--- src/rtl/phs_pkg.sv ---
package phs_pkg;
  localparam int DIGIT_W = 4;
  localparam logic [DIGIT_W-1:0] DIGIT_MAX = 4'd9;
endpackage

--- src/rtl/phs_edge_in.sv ---
module phs_edge_in #(
  parameter int SYNC_STAGES = 2
) (
  input  logic clk,
  input  logic rst,
  input  logic din,
  output logic rise
);
  logic [SYNC_STAGES:0] sh;

  always_ff @(posedge clk) begin
    if (rst) sh <= '0;
    else     sh <= {sh[SYNC_STAGES-1:0], din};
  end

  // rising edge of the synchronised level, one cycle wide
  assign rise = sh[SYNC_STAGES-1] & ~sh[SYNC_STAGES];

  AST_EDGE_SINGLE: assert property (@(posedge clk) disable iff (rst) rise |=> !rise);
endmodule

--- src/rtl/phs_tick.sv ---
module phs_tick #(
  parameter int DIV = 50
) (
  input  logic clk,
  input  logic rst,
  input  logic clr,
  input  logic en,
  output logic tick
);
  localparam int PW = (DIV > 1) ? $clog2(DIV) : 1;
  localparam logic [PW-1:0] LAST = PW'(DIV - 1);

  logic [PW-1:0] pre;

  assign tick = en && (pre == LAST);

  always_ff @(posedge clk) begin
    if (rst || clr)  pre <= '0;
    else if (en)     pre <= tick ? '0 : pre + 1'b1;
  end

  AST_TICK_SPACED: assert property (@(posedge clk) disable iff (rst) tick |=> !tick);
endmodule

--- src/rtl/phs_bcd_cnt.sv ---
module phs_bcd_cnt
  import phs_pkg::*;
#(
  parameter int NDIG = 5
) (
  input  logic                      clk,
  input  logic                      rst,
  input  logic                      clr,
  input  logic                      inc,
  output logic [NDIG*DIGIT_W-1:0]   nxt_o
);
  logic [NDIG*DIGIT_W-1:0] q;
  logic [NDIG-1:0]         cy;

  assign cy[0] = inc;

  generate
    for (genvar k = 0; k < NDIG; k++) begin : g_dig
      logic [DIGIT_W-1:0] d;
      assign d = q[k*DIGIT_W +: DIGIT_W];
      if (k < NDIG - 1) begin : g_carry
        assign cy[k+1] = cy[k] && (d == DIGIT_MAX);
      end
      assign nxt_o[k*DIGIT_W +: DIGIT_W] = clr    ? '0 :
                                           !cy[k] ? d  :
                                           (d == DIGIT_MAX) ? '0 : d + 1'b1;

      AST_BCD_DIGIT_RANGE: assert property (@(posedge clk) disable iff (rst) d <= DIGIT_MAX);
    end
  endgenerate

  always_ff @(posedge clk) begin
    if (rst) q <= '0;
    else     q <= nxt_o;
  end
endmodule

--- src/rtl/phase_tic_counter.sv ---
module phase_tic_counter
  import phs_pkg::*;
#(
  parameter int CLK_PER_US  = 50,
  parameter int CNT_W       = 15,
  parameter int GUARD       = 100,
  parameter int NDIG        = 5,
  parameter int SYNC_STAGES = 2
) (
  input  logic                    clk,
  input  logic                    rst,
  input  logic                    ref_in,
  input  logic                    meas_in,
  output logic [CNT_W-1:0]        phase_us,
  output logic [NDIG*DIGIT_W-1:0] phase_bcd,
  output logic [CNT_W-1:0]        period_us,
  output logic                    near_wrap,
  output logic                    meas_valid,
  output logic                    meas_err
);
  localparam int BW = NDIG * DIGIT_W;
  localparam logic [CNT_W-1:0] CMAX = '1;
  localparam logic [CNT_W-1:0] GRD  = CNT_W'(GUARD);

  logic st, sp, tick;
  logic seen_ref, run;
  logic [CNT_W-1:0] cnt_ph, cnt_per, ph_nxt, per_nxt, per_q, res_q;
  logic [BW-1:0]    bcd_nxt, bcd_q;
  logic             ph_wrap, sat, nw_calc, nw_q, vld_q, err_q;

  phs_edge_in #(.SYNC_STAGES(SYNC_STAGES)) u_ref (
    .clk(clk), .rst(rst), .din(ref_in), .rise(st)
  );
  phs_edge_in #(.SYNC_STAGES(SYNC_STAGES)) u_meas (
    .clk(clk), .rst(rst), .din(meas_in), .rise(sp)
  );

  phs_tick #(.DIV(CLK_PER_US)) u_tick (
    .clk(clk), .rst(rst), .clr(st), .en(seen_ref), .tick(tick)
  );

  // phase count runs modulo the last known period
  always_comb begin
    ph_wrap = run && tick && (per_q != '0) && ((cnt_ph + 1'b1) == per_q);
    if (!(run && tick)) ph_nxt = cnt_ph;
    else if (ph_wrap)   ph_nxt = '0;
    else                ph_nxt = cnt_ph + 1'b1;
    per_nxt = tick ? cnt_per + 1'b1 : cnt_per;
    sat     = seen_ref && tick && (cnt_per == CMAX);
    nw_calc = (ph_nxt < GRD) || ((per_q > GRD) && (ph_nxt >= per_q - GRD));
  end

  phs_bcd_cnt #(.NDIG(NDIG)) u_bcd (
    .clk(clk), .rst(rst),
    .clr(st || ph_wrap),
    .inc(run && tick && !ph_wrap),
    .nxt_o(bcd_nxt)
  );

  always_ff @(posedge clk) begin
    if (rst || st) begin
      cnt_ph  <= '0;
      cnt_per <= '0;
    end else begin
      cnt_ph <= ph_nxt;
      if (seen_ref) cnt_per <= per_nxt;
    end
  end

  always_ff @(posedge clk) begin
    if (rst) begin
      seen_ref <= 1'b0;
      run      <= 1'b0;
      per_q    <= '0;
      res_q    <= '0;
      bcd_q    <= '0;
      nw_q     <= 1'b0;
      vld_q    <= 1'b0;
      err_q    <= 1'b0;
    end else begin
      vld_q <= 1'b0;
      if (st) begin
        seen_ref <= 1'b1;
        run      <= 1'b1;
        if (seen_ref) per_q <= per_nxt;
        if (sp) begin
          res_q <= '0;
          bcd_q <= '0;
          nw_q  <= (GRD != '0);
          vld_q <= 1'b1;
          err_q <= 1'b0;
        end else if (run) begin
          err_q <= 1'b1;
        end
      end else if (sat) begin
        err_q    <= 1'b1;
        run      <= 1'b0;
        seen_ref <= 1'b0;
        per_q    <= '0;
      end else if (sp && run) begin
        run   <= 1'b0;
        res_q <= ph_nxt;
        bcd_q <= bcd_nxt;
        nw_q  <= nw_calc;
        vld_q <= 1'b1;
        err_q <= 1'b0;
      end
    end
  end

  assign phase_us   = res_q;
  assign phase_bcd  = bcd_q;
  assign period_us  = per_q;
  assign near_wrap  = nw_q;
  assign meas_valid = vld_q;
  assign meas_err   = err_q;

  AST_VALID_ONE_CYCLE: assert property (@(posedge clk) disable iff (rst) vld_q |=> !vld_q);
  AST_PHASE_BELOW_PERIOD: assert property (@(posedge clk) disable iff (rst)
    (vld_q && per_q != '0) |-> (res_q < per_q));
  AST_HOLD_ON_ERR: assert property (@(posedge clk) disable iff (rst)
    $rose(err_q) |-> ($stable(res_q) && $stable(bcd_q) && !vld_q));
  AST_ERR_CLEAR: assert property (@(posedge clk) disable iff (rst) vld_q |-> !err_q);
  AST_ZERO_FLAGGED: assert property (@(posedge clk) disable iff (rst)
    (vld_q && res_q == '0 && GRD != '0) |-> nw_q);
  AST_SAT_FORGETS: assert property (@(posedge clk) disable iff (rst)
    $fell(seen_ref) |-> (err_q && per_q == '0));
endmodule

--- config.mk ---
export PLATFORM = sky130hd
export DESIGN_NAME = phase_tic_counter
export DESIGN_NICKNAME = d
export VERILOG_FILES = /design/src/rtl/phs_pkg.sv /design/src/rtl/phs_edge_in.sv /design/src/rtl/phs_tick.sv /design/src/rtl/phs_bcd_cnt.sv /design/src/rtl/phase_tic_counter.sv
export SDC_FILE = /design/constraint.sdc
export NUM_CORES = 1
export LEC_CHECK = 0
export ABC_CLOCK_PERIOD_IN_PS = 9100
export BUFFER_PORTS_ARGS = -buffer_cell sky130_fd_sc_hd__buf_2
export CORE_UTILIZATION = 46
export DETAILED_ROUTE_END_ITERATION = 10
export PLACE_DENSITY_LB_ADDON = 0.05
export SLEW_MARGIN = 30
export SYNTH_ARGS = -nofsm -noshare
export SYNTH_HDL_FRONTEND = slang
export SYNTH_HIERARCHICAL = 1
export SYNTH_SLANG_ARGS = --single-unit
--- constraint.sdc ---
create_clock -name clk -period 9.1 [get_ports clk]
set_input_delay 0 -clock clk [delete_from_list [all_inputs] [get_ports clk]]
set_output_delay 0 -clock clk [all_outputs]
set_load 0.01 [all_outputs]
* Word level (Yosys, flattened, before mapping)
Index checks and enable logic that the tools add are counted.
** Operators by class
- $add $sub $neg :: 9
- Magnitude comparators :: 3
- Eq/ne operators :: 12
- Mux-type cells :: 47
- Bitwise logic cells :: 4
- Reduce and logical (&&, ||, !) cells :: 24
** Operator list (count)
- $mux W15 :: 10
- $mux W20 :: 4
- $mux W4 :: 15
- $add A15 B1 Y15 const B :: 2
- $add A4 B1 Y4 const B :: 5
- $eq A4 B4 Y1 const B :: 5
- $mux W1 :: 17
- $eq A15 B15 Y1 :: 1
- $eq A15 B15 Y1 const B :: 1
- $ge A15 B15 Y1 :: 1
- $gt A15 B7 Y1 const B :: 1
- $lt A15 B7 Y1 const B :: 1
- $reduce_bool A15 Y1 :: 1
- $sub A15 B7 Y15 const B :: 1
- $logic_and A1 B1 Y1 :: 13
- $add A6 B1 Y6 const B :: 1
- $eq A6 B6 Y1 const B :: 1
- $mux W6 :: 1
- $ne A2 B1 Y1 const B :: 2
- $reduce_and A2 Y1 :: 2
- $reduce_bool A2 Y1 :: 2
- $logic_or A1 B1 Y1 :: 3
- $ne A3 B1 Y1 const B :: 1
- $reduce_and A3 Y1 :: 1
- other kinds (5) :: 7
** Storage, ports and cells
- Register bits after elaboration :: 117
- Bits of input ports :: 4
- Output and inout port bits :: 53

* Depth between registers and ports, before layout
Gate-level depths: netlist of the first run.
- Depth in word-level cells :: 16
- Mapped depth :: 24
- Gate-level depth less buffers :: 22

* By module
Netlist of the first run, hierarchy kept.
** By module, submodules not included
- phase_tic_counter :: instances 1, cells each 639, area an instance 5087.4 µm², seq. area each 1701.6 µm²
- phs_bcd_cnt :: instances 1, cells each 153, area an instance 1232.4 µm², seq. area each 400.4 µm²
- phs_tick :: instances 1, cells each 33, area an instance 311.5 µm², seq. area each 120.1 µm²
- phs_edge_in :: instances 2, cells each 7, area an instance 87.6 µm², seq. area each 60.1 µm²

* Least setup slack after synthesis of the first run
OpenSTA, ideal clock, no wires.
- Path type :: register -> register
- Start point :: register u_tick.pre[0]
- End point :: register nw_q (netlist: near_wrap)
- Arrival :: 4435 ps
- Path slack :: 4550 ps
- Cell stages (with the launch flop) :: 23
- Buffers on the path :: 2
- Clock period less this slack :: 4550 ps
- Cells stage by stage :: dfxtp_1 -> ha_1 -> nor4bb_1 -> and3_1 -> buf_2 -> buf_2 -> nand2_1 -> a2111oi_0 -> and3_1 -> nand4b_1 -> or4_4 -> nor2_4 -> o21ai_1 -> a22o_1 -> ha_1 -> a21oi_1 -> o21ai_0 -> a31o_2 -> a221oi_1 -> o311ai_1 -> a21oi_1 -> o31ai_1 -> a31o_1
** Between the ends
- Word-level cells in the longest chain between the ends :: 13
- Elaborated cells between the ends (all ways) :: 18
** Ends and longest elaborated chain
- start, declared :: RTL line phs_tick.sv:13 : logic [PW-1:0] pre;
- start signal, assigned :: RTL line phs_tick.sv:19 : else if (en) pre <= tick ? '0 : pre + 1'b1;
- $eq A6 B6 Y1 (*) :: RTL line phs_tick.sv:15 : assign tick = en && (pre == LAST);
- $logic_and A1 B1 Y1 (*) :: RTL line phs_tick.sv:15
- named net tick :: RTL line phase_tic_counter.sv:25 : logic st, sp, tick;
- $logic_and A1 B1 Y1 (*) :: RTL line phase_tic_counter.sv:44, phase_tic_counter.sv:45
- $logic_and A1 B1 Y1 (2 in a row) :: RTL line phase_tic_counter.sv:44 : ph_wrap = run && tick && (per_q != '0) && ((cnt_ph + 1'b1) == per_q);
- $mux W15 :: RTL line phase_tic_counter.sv:46 : else if (ph_wrap) ph_nxt = '0;
- $mux W15 (*) :: RTL line phase_tic_counter.sv:45 : if (!(run && tick)) ph_nxt = cnt_ph;
- named net ph_nxt[3] :: RTL line phase_tic_counter.sv:27 : logic [CNT_W-1:0] cnt_ph, cnt_per, ph_nxt, per_nxt, per_q, res_q;
- $ge A15 B15 Y1 :: RTL line phase_tic_counter.sv:50 : nw_calc = (ph_nxt < GRD) || ((per_q > GRD) && (ph_nxt >= per_q - GRD));
- $logic_and A1 B1 Y1 :: RTL line phase_tic_counter.sv:50
- $logic_or A1 B1 Y1 (*) :: RTL line phase_tic_counter.sv:50
- $mux W1 (*) :: RTL line phase_tic_counter.sv:100 : end else if (sp && run) begin
- $mux W1 (*) :: RTL line phase_tic_counter.sv:95 : end else if (sat) begin
- $mux W1 (*) :: RTL line phase_tic_counter.sv:82 : if (st) begin
- end signal, assigned :: RTL line phase_tic_counter.sv:89 : nw_q <= (GRD != '0);
- end signal, assigned :: RTL line phase_tic_counter.sv:104 : nw_q <= nw_calc;
- end, declared :: RTL line phase_tic_counter.sv:29 : logic ph_wrap, sat, nw_calc, nw_q, vld_q, err_q;
Mark *: on every way through the listed nets, which the timed path passes. The rest lies on a longest branch. The select of a mux whose other input is x is not followed.
A chain may end at the register's enable or synchronous reset.

* Worst setup path in the final report of the first run
- Start point :: register seen_ref
- End point :: register nw_q (netlist: near_wrap)
** Between the ends
- Word-level cells in the longest chain between the ends :: 12
- Elaborated cells between the ends (all ways) :: 17
** Ends and longest elaborated chain
- start, declared :: RTL line phase_tic_counter.sv:26 : logic seen_ref, run;
- start signal, assigned :: RTL line phase_tic_counter.sv:72 : seen_ref <= 1'b0;
- start signal, assigned :: RTL line phase_tic_counter.sv:83 : seen_ref <= 1'b1;
- start signal, assigned :: RTL line phase_tic_counter.sv:98 : seen_ref <= 1'b0;
- $logic_and A1 B1 Y1 (*) :: RTL line phs_tick.sv:15
- named net tick :: RTL line phase_tic_counter.sv:25
- $logic_and A1 B1 Y1 (*) :: RTL line phase_tic_counter.sv:44, phase_tic_counter.sv:45
- $logic_and A1 B1 Y1 (2 in a row) :: RTL line phase_tic_counter.sv:44
- $mux W15 :: RTL line phase_tic_counter.sv:46
- $mux W15 (*) :: RTL line phase_tic_counter.sv:45
- named net ph_nxt[3] :: RTL line phase_tic_counter.sv:27
- $ge A15 B15 Y1 :: RTL line phase_tic_counter.sv:50
- $logic_and A1 B1 Y1 :: RTL line phase_tic_counter.sv:50
- $logic_or A1 B1 Y1 (*) :: RTL line phase_tic_counter.sv:50
- $mux W1 (*) :: RTL line phase_tic_counter.sv:100
- $mux W1 (*) :: RTL line phase_tic_counter.sv:95
- $mux W1 (*) :: RTL line phase_tic_counter.sv:82
Marked as above.

==> flow_metrics.tcl, run 1 <==
set metrics [dict create \
    clock_latency_ps 410 \
    max_slew.worst_pin.slew_ps 957.5 \
    dieHeight_um 123.6 \
    fmaxAchievable_ghz 0.1767 \
    synth_top_area_share_pct 34.41 \
    syn-num-nets 863 \
    antenna_cells 0 \
    grtUsageTotal_pct 24.32 \
    remaining_drc_errors 0 \
    ctsResizeCount 0 \
    final_hold_viol_count 0 \
    min_path_type "in2reg" \
    cts_tree "built" \
    clockBufferDepth 2 \
    multi_input_comb_area_mm2 0.004129 \
    synth_edf_count 0 \
    cts_buffers 17 \
    antenna_left 0 \
    yosysTopAreaCell "dfxtp_1" \
    cp_data_arrival_time_ps 5960 \
    netlist_instances 839 \
    synth_async_sr_flop_share_pct 0 \
    drtIter0Drc 386 \
    ys_seq_elements 117 \
    num_vias 6185 \
    path_depth 19 \
    cap_violations 0 \
    cts_hold_buf 2 \
    whs_path_depth 3 \
    cts_max_level 4 \
    cts_root_buf "clkbuf_16" \
    io-pin-count 57 \
    antenna_found_initial 0 \
    ir_drop_mv 0.1141 \
    regArea_mm2 0.002342 \
    gp_congestion 0.8897 \
    grt_pass1_vias 5604 \
    clock-sinks 117 \
    skew_ps 9.251 \
    hpwl_mm 12.88 \
    status "finished clean" \
    period_share_pct 62.20 \
    nNetsFinal 884 \
    synthTopCellsByArea "dfxtp_1 (34%), nor2_1 (6.1%), xor2_1 (5.3%), a22oi_1 (4.9%), ha_1 (3.7%)" \
    cp-end-kind "flip-flop" \
    reg2reg_depth 19 \
    cp_top_family "compound AO/OA/AOI/OAI gates" \
    yosysUniqueCellTypes 84 \
    rows 44 \
    crit_buf_inv 1 \
    final-setup-viol-count 0 \
    die_w_um 123.6 \
    critPathSlowestCell "dfxtp_1" \
    coreArea_mm2 0.01448 \
    wl_per_cell_um 17.07 \
    tns_ps 0 \
    fillers 1402 \
    syn_avg_cell_area_um2 8.113 \
    viasPerCell 5.851 \
    fin_crit_ps 5661 \
    worstSetupPathType "reg2reg" \
    worst_ep_required_time_ps 9400 \
    critPathMaxStageDelay_ps 890 \
    startpoint_type "flip-flop" \
    area_growth_pct 12.48 \
    crit_chain "and3_1, nand2_1, buf_4, a2111oi_0, and3_1, nand4b_1, or4_4, nor2_4, o21ai_1, a22o_1, ha_1, a21oi_1, o21ai_0, a31o_2, a221oi_1, o311ai_1, a21oi_1, o31ai_1, a31o_1" \
    synthTopCellsByCount "dfxtp_1 (117), nor2_1 (111), nand2_1 (60)" \
    synthesis.area_mm2 0.006807 \
    die_area_mm2 0.01529 \
    grt_pass1_wl_mm 28.48 \
    initial_core_util_pct 47.01 \
    ys_warn_count 6 \
    final-max-slew-violation-count 0 \
    drive_gt1_share_pct 14.43 \
    clk_pin_slew_worst_paths_ps 50 \
    ys.flop_type "dfxtp_1" \
    wl_mm 18.05 \
    grt_max_degree 73 \
    drtPass1Iterations 5 \
    relSlewSlack_pct 36.16 \
    rsz0062_at_grt "no" \
    p_per_area_mw_per_mm2 151.9 \
    cts_setup_buffers 0 \
    io_buffers 56 \
    fin_util_pct 52.88 \
    grt-ovfl-total 0 \
    cp_max_fo 28 \
    synth-seq-area-share_pct 34.41 \
    yosys.cell_count.top_type "dfxtp_1" \
    p_leak_nw 3.138 \
]
-- per-layer routing --
layer,wire length (um),up-vias,track usage (%)
met3,653,25,3.938
met1,8265,2964,31.61
li1,-,3038,-
met4,332,0,9.262
met2,8793,158,40.24
met5,0,-,0
-- tightest hold or removal path, delay by kind of cell --
kind	cells	cell delay, ps
buffers and inverters	2	420
AND/OR/NAND/NOR	1	160
-- power by group --
group	total, W	switching (W)	internal [W]
registers	0.000521	0.00000427	0.000516
logic	0.0000299	0.0000205	0.00000940
clock network	0.000612	0.000226	0.000386
-- sequential cells by signal (all words and copies together) (netlist names) --
register	flops
u_ref/sh	3
seen_ref	1
meas_valid	1
u_meas/sh	3
cnt_ph	15
u_bcd/q	20
u_tick/pre	6
period_us	15
phase_bcd	20
near_wrap	1
phase_us	15
cnt_per	15
run	1
meas_err	1
-- stage by stage --
| step | hold slack, ps | instances | power [W] | cell area [um2] | setup WS, ps |
|---|---|---|---|---|---|
| 2_1_floorplan | 71.61 | 839 | 0.0005506 | 6807 | 4550 |
| 3_3_place_gp | 215.2 | 1023 | 0.0005597 | 7084 | 3677 |
| 3_5_place_dp | 223.5 | 1023 | 0.0005603 | 7084 | 3469 |
| 4_1_cts | 225.6 | 1057 | 0.001176 | 7650 | 3440 |
| 5_1_grt | 262.3 | 1057 | 0.001204 | 7656 | 2925 |
| 6_report | 222.9 | 1057 | 0.001163 | 7656 | 3439 |
-- cell type report --
type | instances | share of cell area (%)
Multi-Input combinational cell | 642 | 53.93
Clock inverter | 10 | 1.062
Inverter | 19 | 0.9315
Timing Repair Buffer | 63 | 4.412
Clock buffer | 22 | 6.063
Tap cell | 184 | 3.007
Sequential cell | 117 | 30.59
-- cells in the final DEF, fill, tap and decap left out, types with 5 or more instances in the layout --
cell       count
dfxtp_1      117
buf_2         56
nor2b_1       27
nand4_1       13
a21oi_1       43
o22ai_1        7
nand3_1       31
or4_1          5
mux2i_1        6
clkinv_2       7
a22oi_1       44
a32oi_1        6
nor2_1       111
and3_1        21
xnor2_1       24
clkbuf_16     17
nand2b_1      10
buf_4          5
nor3_1        23
or3_1          9
ha_1          20
xor2_1        41
inv_1         18
and2_1         6
a31oi_1        9
o31ai_1        8
o21ai_0       25
nand2_1       60
-- logic make-up (layout without fill, tap and decap cells) --
logic type,count (synthesis),in the layout,share of synthesized area [%]
fa+ha+maj,20,20,3.676
buf+inv,80,114,5.147
simple gates,363,363,28.57
mux,10,10,1.544
compound gates,184,184,18.29
flops,117,117,34.41
xor+xnor,65,65,8.364
-- worst paths after layout --
path / slack [ps] / from / endpoint
worst max register to register: 3440 / seen_ref$_SDFFE_PP0P_ / near_wrap$_SDFFE_PP0P_
worst max-delay path: 3440 / seen_ref$_SDFFE_PP0P_ / near_wrap$_SDFFE_PP0P_
worst min-delay path: 220 / rst / phase_bcd[8]$_SDFFE_PP0P_
worst min register to register: 450 / u_meas/sh[0]$_SDFF_PP0_ / u_meas/sh[1]$_SDFF_PP0_
No activity file was read; power rests on OpenSTA's default activity.
==> run 2: changes to the inputs <==
--- a/config.mk
+++ b/config.mk
@@ -5,7 +5,7 @@
 export SDC_FILE = /design/constraint.sdc
 export NUM_CORES = 1
 export LEC_CHECK = 0
-export ABC_CLOCK_PERIOD_IN_PS = 9100
+export ABC_CLOCK_PERIOD_IN_PS = 5400
 export BUFFER_PORTS_ARGS = -buffer_cell sky130_fd_sc_hd__buf_2
 export CORE_UTILIZATION = 46
 export DETAILED_ROUTE_END_ITERATION = 10
==> constraint.sdc (replaced) <==
create_clock -name clk -period 5.4 [get_ports clk]
set_input_delay 0 -clock clk [delete_from_list [all_inputs] [get_ports clk]]
set_output_delay 0 -clock clk [all_outputs]
set_load 0.01 [all_outputs]
==> run 2 against run 1 <==
Effect of this change: cell count rose by 1.0%; critical path depth rose by 1; power rose by 84%; global-route usage rose by 0.50 points; worst hold slack improved by 230 ps; design area rose by 2.2%; die area did not move; sequential power rose by 68%.
==> flow_metrics.tcl, run 2 (synthesis results as in run 1) <==
set metrics [dict create \
    status "finished clean" \
    drive_gt1_share_pct 15.16 \
    clk_pin_slew_worst_paths_ps 60 \
    tns_ps 0 \
    gp_congestion 0.8925 \
    dieHeight_um 123.6 \
    period_share_pct 94.53 \
    initial_core_util_pct 47.01 \
    fillers 1343 \
    multi_input_comb_area_mm2 0.004129 \
    layout_common_cells "dfxtp_1 (117), nor2_1 (111), nand2_1 (60)" \
    cp-endpoint "near_wrap$_SDFFE_PP0P_" \
    die_area_mm2 0.01529 \
    remaining_drc_errors 0 \
    cp_max_fo 10 \
    cp_data_arrival_time_ps 5410 \
    grt_pass1_vias 5669 \
    rrSetupSlack_ps 300 \
    clock-sinks 117 \
    coreArea_mm2 0.01448 \
    min_path_type "reg2reg" \
    clock_latency_ps 420 \
    grt-ovfl-total 0 \
    cp_top_family "compound AO/OA/AOI/OAI gates" \
    startpoint_type "flip-flop" \
    top_layer "met4" \
    grtUsageTotal_pct 24.81 \
    io-pin-count 57 \
    r2r-end "near_wrap$_SDFFE_PP0P_" \
    cap_violations 0 \
    max_slew.worst_pin.slew_ps 797.8 \
    rr_startpoint "u_tick/pre[0]$_SDFFE_PP0P_" \
    worst_ep_required_time_ps 5710 \
    path_depth 20 \
    grt_pass1_wl_mm 28.74 \
    drtPass1Iterations 6 \
    reg2reg_depth 20 \
    antenna_left 0 \
    critPathSlowestCell "or4_4" \
    critPathMaxStageDelay_ps 520 \
    final_hold_viol_count 0 \
    rsz0062_at_grt "no" \
    hpwl_mm 12.94 \
    rows 44 \
    met3_length_um 711 \
    p_leak_nw 3.227 \
    wl_met1_mm 8.613 \
    cts_setup_buffers 0 \
    cp-end-kind "flip-flop" \
    drtIter0Drc 509 \
    fmaxAchievable_ghz 0.1959 \
    crit_buf_inv 0 \
    wl_mm 18.36 \
    nNetsFinal 895 \
    worstSetupPathType "reg2reg" \
    grt_max_degree 53 \
    relSlewSlack_pct 46.76 \
    cts_root_buf "clkbuf_16" \
    viasPerCell 5.792 \
    total_power_w 0.002135 \
    wl_per_cell_um 17.19 \
    area_growth_pct 14.94 \
    cts_buffers 17 \
    crit_path_start "u_tick/pre[0]$_SDFFE_PP0P_" \
    cts_tree "built" \
    skew_ps 7.526 \
    final-setup-viol-count 0 \
    fin_crit_ps 5105 \
    clockBufferDepth 2 \
    antenna_found_initial 0 \
    crit_chain "ha_1, nor4bb_1, and3_1, nand2_1, a2111oi_0, and3_1, nand4b_1, or4_4, nor2_4, o21ai_1, a22o_1, ha_1, a21oi_1, o21ai_0, a31o_2, a221oi_1, o311ai_1, a21oi_1, o31ai_1, a31o_1" \
    final-max-slew-violation-count 0 \
    cts_max_level 4 \
    io_buffers 56 \
    p_per_area_mw_per_mm2 272.9 \
    regArea_mm2 0.002342 \
    num_vias 6186 \
    wl_met2_mm 8.632 \
    die_w_um 123.6 \
    final_common_cell "dfxtp_1" \
    antenna_cells 0 \
    ir_drop_mv 0.2043 \
]
run 2: cell count changes in the layout (fill, tap and decap cells not counted), sizes merged:
cell,delta
inv,+3
clkbuf,-1
bufinv,+3
clkinv,-5
buf,+8
dlygate4sd3,+3
run 2: timing repair:
item	4_1_cts	5_1_grt
hold buffers	5	0
endpoints found under the hold margin	15	0
resized for setup	0	0
run 2: per-layer routing:
layer  GRT usage, %  vias to the layer above
li1               -                     3057
met1          32.20                     2933
met2          39.93                      163
met3          4.945                       33
met4          10.54                        0
met5              0                        -
run 2: cell type report:
type                            count  area share (%)
Inverter                           19          0.9116
Clock inverter                     11           2.207
Tap cell                          184           2.943
Timing Repair Buffer               74           5.469
Clock buffer                       21           5.757
Multi-Input combinational cell    642           52.77
Sequential cell                   117           29.94
run 2: worst register-to-register path: stages (launching register included):
cell       delay (ps)
dfxtp_1           420
ha_1              180
nor4bb_1          290
and3_1            220
nand2_1           110
a2111oi_0         280
and3_1            230
nand4b_1          200
or4_4             520
nor2_4            260
o21ai_1           120
a22o_1            250
ha_1              290
a21oi_1           160
o21ai_0           120
a31o_2            270
a221oi_1          370
o311ai_1          170
a21oi_1           240
o31ai_1           120
a31o_1            190
run 2: worst min path at each step:
stage / slack, ps / end / depth (start not counted) / start
6_report: 460 / phase_us[1]$_SDFFE_PP0P_ / 2 / phase_us[1]$_SDFFE_PP0P_
4_1_cts: 450 / u_meas/sh[1]$_SDFF_PP0_ / 1 / u_meas/sh[0]$_SDFF_PP0_
2_1_floorplan: 70 / u_bcd/q[1]$_SDFF_PP0_ / 1 / rst
3_5_place_dp: 220 / u_ref/sh[0]$_SDFF_PP0_ / 2 / ref_in
5_1_grt: 460 / u_ref/sh[1]$_SDFF_PP0_ / 1 / u_ref/sh[0]$_SDFF_PP0_
3_3_place_gp: 210 / u_meas/sh[0]$_SDFF_PP0_ / 2 / meas_in
run 2: per-stage QoR:
| step | utilization, % | area [um2] | worst slack [ps] | hold slack, ps | std cells |
|---|---|---|---|---|---|
| after global routing | 54.04 | 7824 | 159.3 | 463.5 | 1068 |
| after CTS | 54.04 | 7824 | 369.2 | 454.6 | 1068 |
| final | 54.04 | 7824 | 295.4 | 455.5 | 1068 |
| after detailed placement | 49.39 | 7151 | 449.8 | 217.6 | 1031 |
| after global placement | 49.34 | 7144 | 623.9 | 214.6 | 1031 |
| after floorplan | - | 6807 | 849.8 | 71.61 | 839 |
run 2: report_power, final:
group	total, W	switching, W	leakage [nW]	internal (W)
Clock	0.00120	0.000417	0.302	0.000787
Sequential	0.000873	0.00000405	0.944	0.000869
Combinational	0.0000574	0.0000396	1.98	0.0000178
==> run 3: changes to the inputs <==
--- a/config.mk
+++ b/config.mk
@@ -9,7 +9,7 @@
 export BUFFER_PORTS_ARGS = -buffer_cell sky130_fd_sc_hd__buf_2
 export CORE_UTILIZATION = 46
 export DETAILED_ROUTE_END_ITERATION = 10
-export PLACE_DENSITY_LB_ADDON = 0.05
+export PLACE_DENSITY = 0.6
 export SLEW_MARGIN = 30
 export SYNTH_ARGS = -nofsm -noshare
 export SYNTH_HDL_FRONTEND = slang
==> run 3 against run 2 <==
Effect of this change: power is 0.34% higher; combinational power is 5.2% lower; non-clock buffer count is 3 lower; setup slack better by 130 ps; clock-buffer cell count stayed put; die area stayed put; worst hold slack worse by 280 ps; via count is 0.32% lower; register-to-register slack better by 130 ps; global-route usage is 0.19 points higher; largest cell class unchanged; largest power group unchanged.
==> flow_metrics.tcl, run 3 (synthesis results as in run 1) <==
set metrics [dict create \
    grt_pass1_wl_mm 29.09 \
    final_common_cell "dfxtp_1" \
    cap_violations 0 \
    fillers 1401 \
    min_path_type "in2reg" \
    clock_latency_ps 420 \
    skew_ps 10.43 \
    drtPass1Iterations 5 \
    grtUsageTotal_pct 25.00 \
    max_slew.worst_pin.slew_ps 872.5 \
    die_area_mm2 0.01529 \
    final_hold_viol_count 0 \
    remaining_drc_errors 0 \
    dp_cells 1031 \
    gp_congestion 0.8900 \
    period_share_pct 92.14 \
    fmaxAchievable_ghz 0.2010 \
    fin_crit_ps 4976 \
    io-pin-count 57 \
    cts_max_level 4 \
    grt-ovfl-total 0 \
    dieHeight_um 123.6 \
    tns_ps 0 \
    drtIter0Drc 485 \
    worst_slack_ps 424.4 \
    relSlewSlack_pct 41.84 \
    final_cells 1065 \
    ctsResizeCount 0 \
    antenna_cells 0 \
    startpoint_type "flip-flop" \
    cts_buffers 17 \
    rsz0062_at_grt "no" \
    cts_hold_buf 2 \
    cts_tree "built" \
    coreArea_mm2 0.01448 \
    hpwl_mm 13.06 \
    cts_root_buf "clkbuf_16" \
    num_vias 6166 \
    clockBufferDepth 2 \
    cts_setup_buffers 0 \
    total_power_w 0.002142 \
    antenna_found_initial 0 \
    fin_util_pct 53.85 \
    area_growth_pct 14.56 \
    worst_ep_required_time_ps 5710 \
    layout_common_cells "dfxtp_1 (117), nor2_1 (111), nand2_1 (60)" \
    rows 44 \
    worstSetupPathType "reg2reg" \
    whs_path_depth 2 \
    status "finished clean" \
    p_per_area_mw_per_mm2 274.7 \
    grt_max_degree 50 \
    wl_per_cell_um 17.05 \
    p_leak_nw 3.202 \
    reg2reg_depth 20 \
    initial_core_util_pct 47.01 \
    clock-sinks 117 \
    clk_pin_slew_worst_paths_ps 60 \
    cp-end-kind "flip-flop" \
    cp_max_fo 10 \
    grt_pass1_vias 5788 \
    viasPerCell 5.790 \
    final-max-slew-violation-count 0 \
    cp_data_arrival_time_ps 5290 \
    preCtsSetupSlack_ps 491.6 \
    antenna_left 0 \
    die_w_um 123.6 \
    drive_gt1_share_pct 15.32 \
    final-setup-viol-count 0 \
    wl_mm 18.15 \
    io_buffers 56 \
    nNetsFinal 892 \
    ir_drop_mv 0.2129 \
]
run 3: area by class of cell:
type	instances	area, um2	share of cell area [%]
multi-input cells	642	4123	52.87
flip-flops and latches	117	2342	30.04
clock buffers	21	460.4	5.905
repair buffers	71	397.9	5.103
well taps	184	230.2	2.953
clock inverters	11	172.7	2.214
inverters	19	71.32	0.9146
run 3: path summary, 6_finish.rpt:
kind / slack, ps / to / from
hold / removal: 180 / phase_bcd[1]$_SDFFE_PP0P_ / rst
setup / recovery: 420 / near_wrap$_SDFFE_PP0P_ / u_tick/pre[0]$_SDFFE_PP0P_
hold reg to reg: 450 / u_ref/sh[1]$_SDFF_PP0_ / u_ref/sh[0]$_SDFF_PP0_
setup reg to reg: 420 / near_wrap$_SDFFE_PP0P_ / u_tick/pre[0]$_SDFFE_PP0P_
run 3: stage by stage:
step / hold slack (ps) / cell area (um2)
floorplan: 71.61 / 6807
global placement: 218.3 / 7144
detailed placement: 212.9 / 7144
CTS: 191.5 / 7797
global route: 243.7 / 7797
finish: 180.0 / 7797
run 3: worst max-delay path, cell delays in order, from the launching register on:
cell,delay (ps)
dfxtp_1,400
ha_1,160
nor4bb_1,250
and3_1,200
nand2_1,100
a2111oi_0,380
and3_1,230
nand4b_1,170
or4_4,510
nor2_4,250
o21ai_1,130
a22o_1,280
ha_1,290
a21oi_1,130
o21ai_0,110
a31o_2,260
a221oi_1,370
o311ai_1,170
a21oi_1,200
o31ai_1,100
a31o_1,180
run 3: where the power goes:
| group | total (W) | leakage (nW) | internal [W] | switching (W) |
|---|---|---|---|---|
| logic | 0.0000544 | 1.96 | 0.0000163 | 0.0000381 |
| registers | 0.000873 | 0.944 | 0.000869 | 0.00000394 |
| clock network | 0.00121 | 0.296 | 0.000797 | 0.000417 |
| total | 0.00214 | 3.20 | 0.00168 | 0.000459 |
run 3: metal layers:
| metal | vias up | global-route usage [%] | wire, um |
|---|---|---|---|
| met5 | - | 0 | 0 |
| met4 | 0 | 10.17 | 441 |
| met3 | 28 | 5.449 | 726 |
| met2 | 142 | 41.39 | 8693 |
| met1 | 2942 | 31.39 | 8291 |
| li1 | 3054 | - | - |
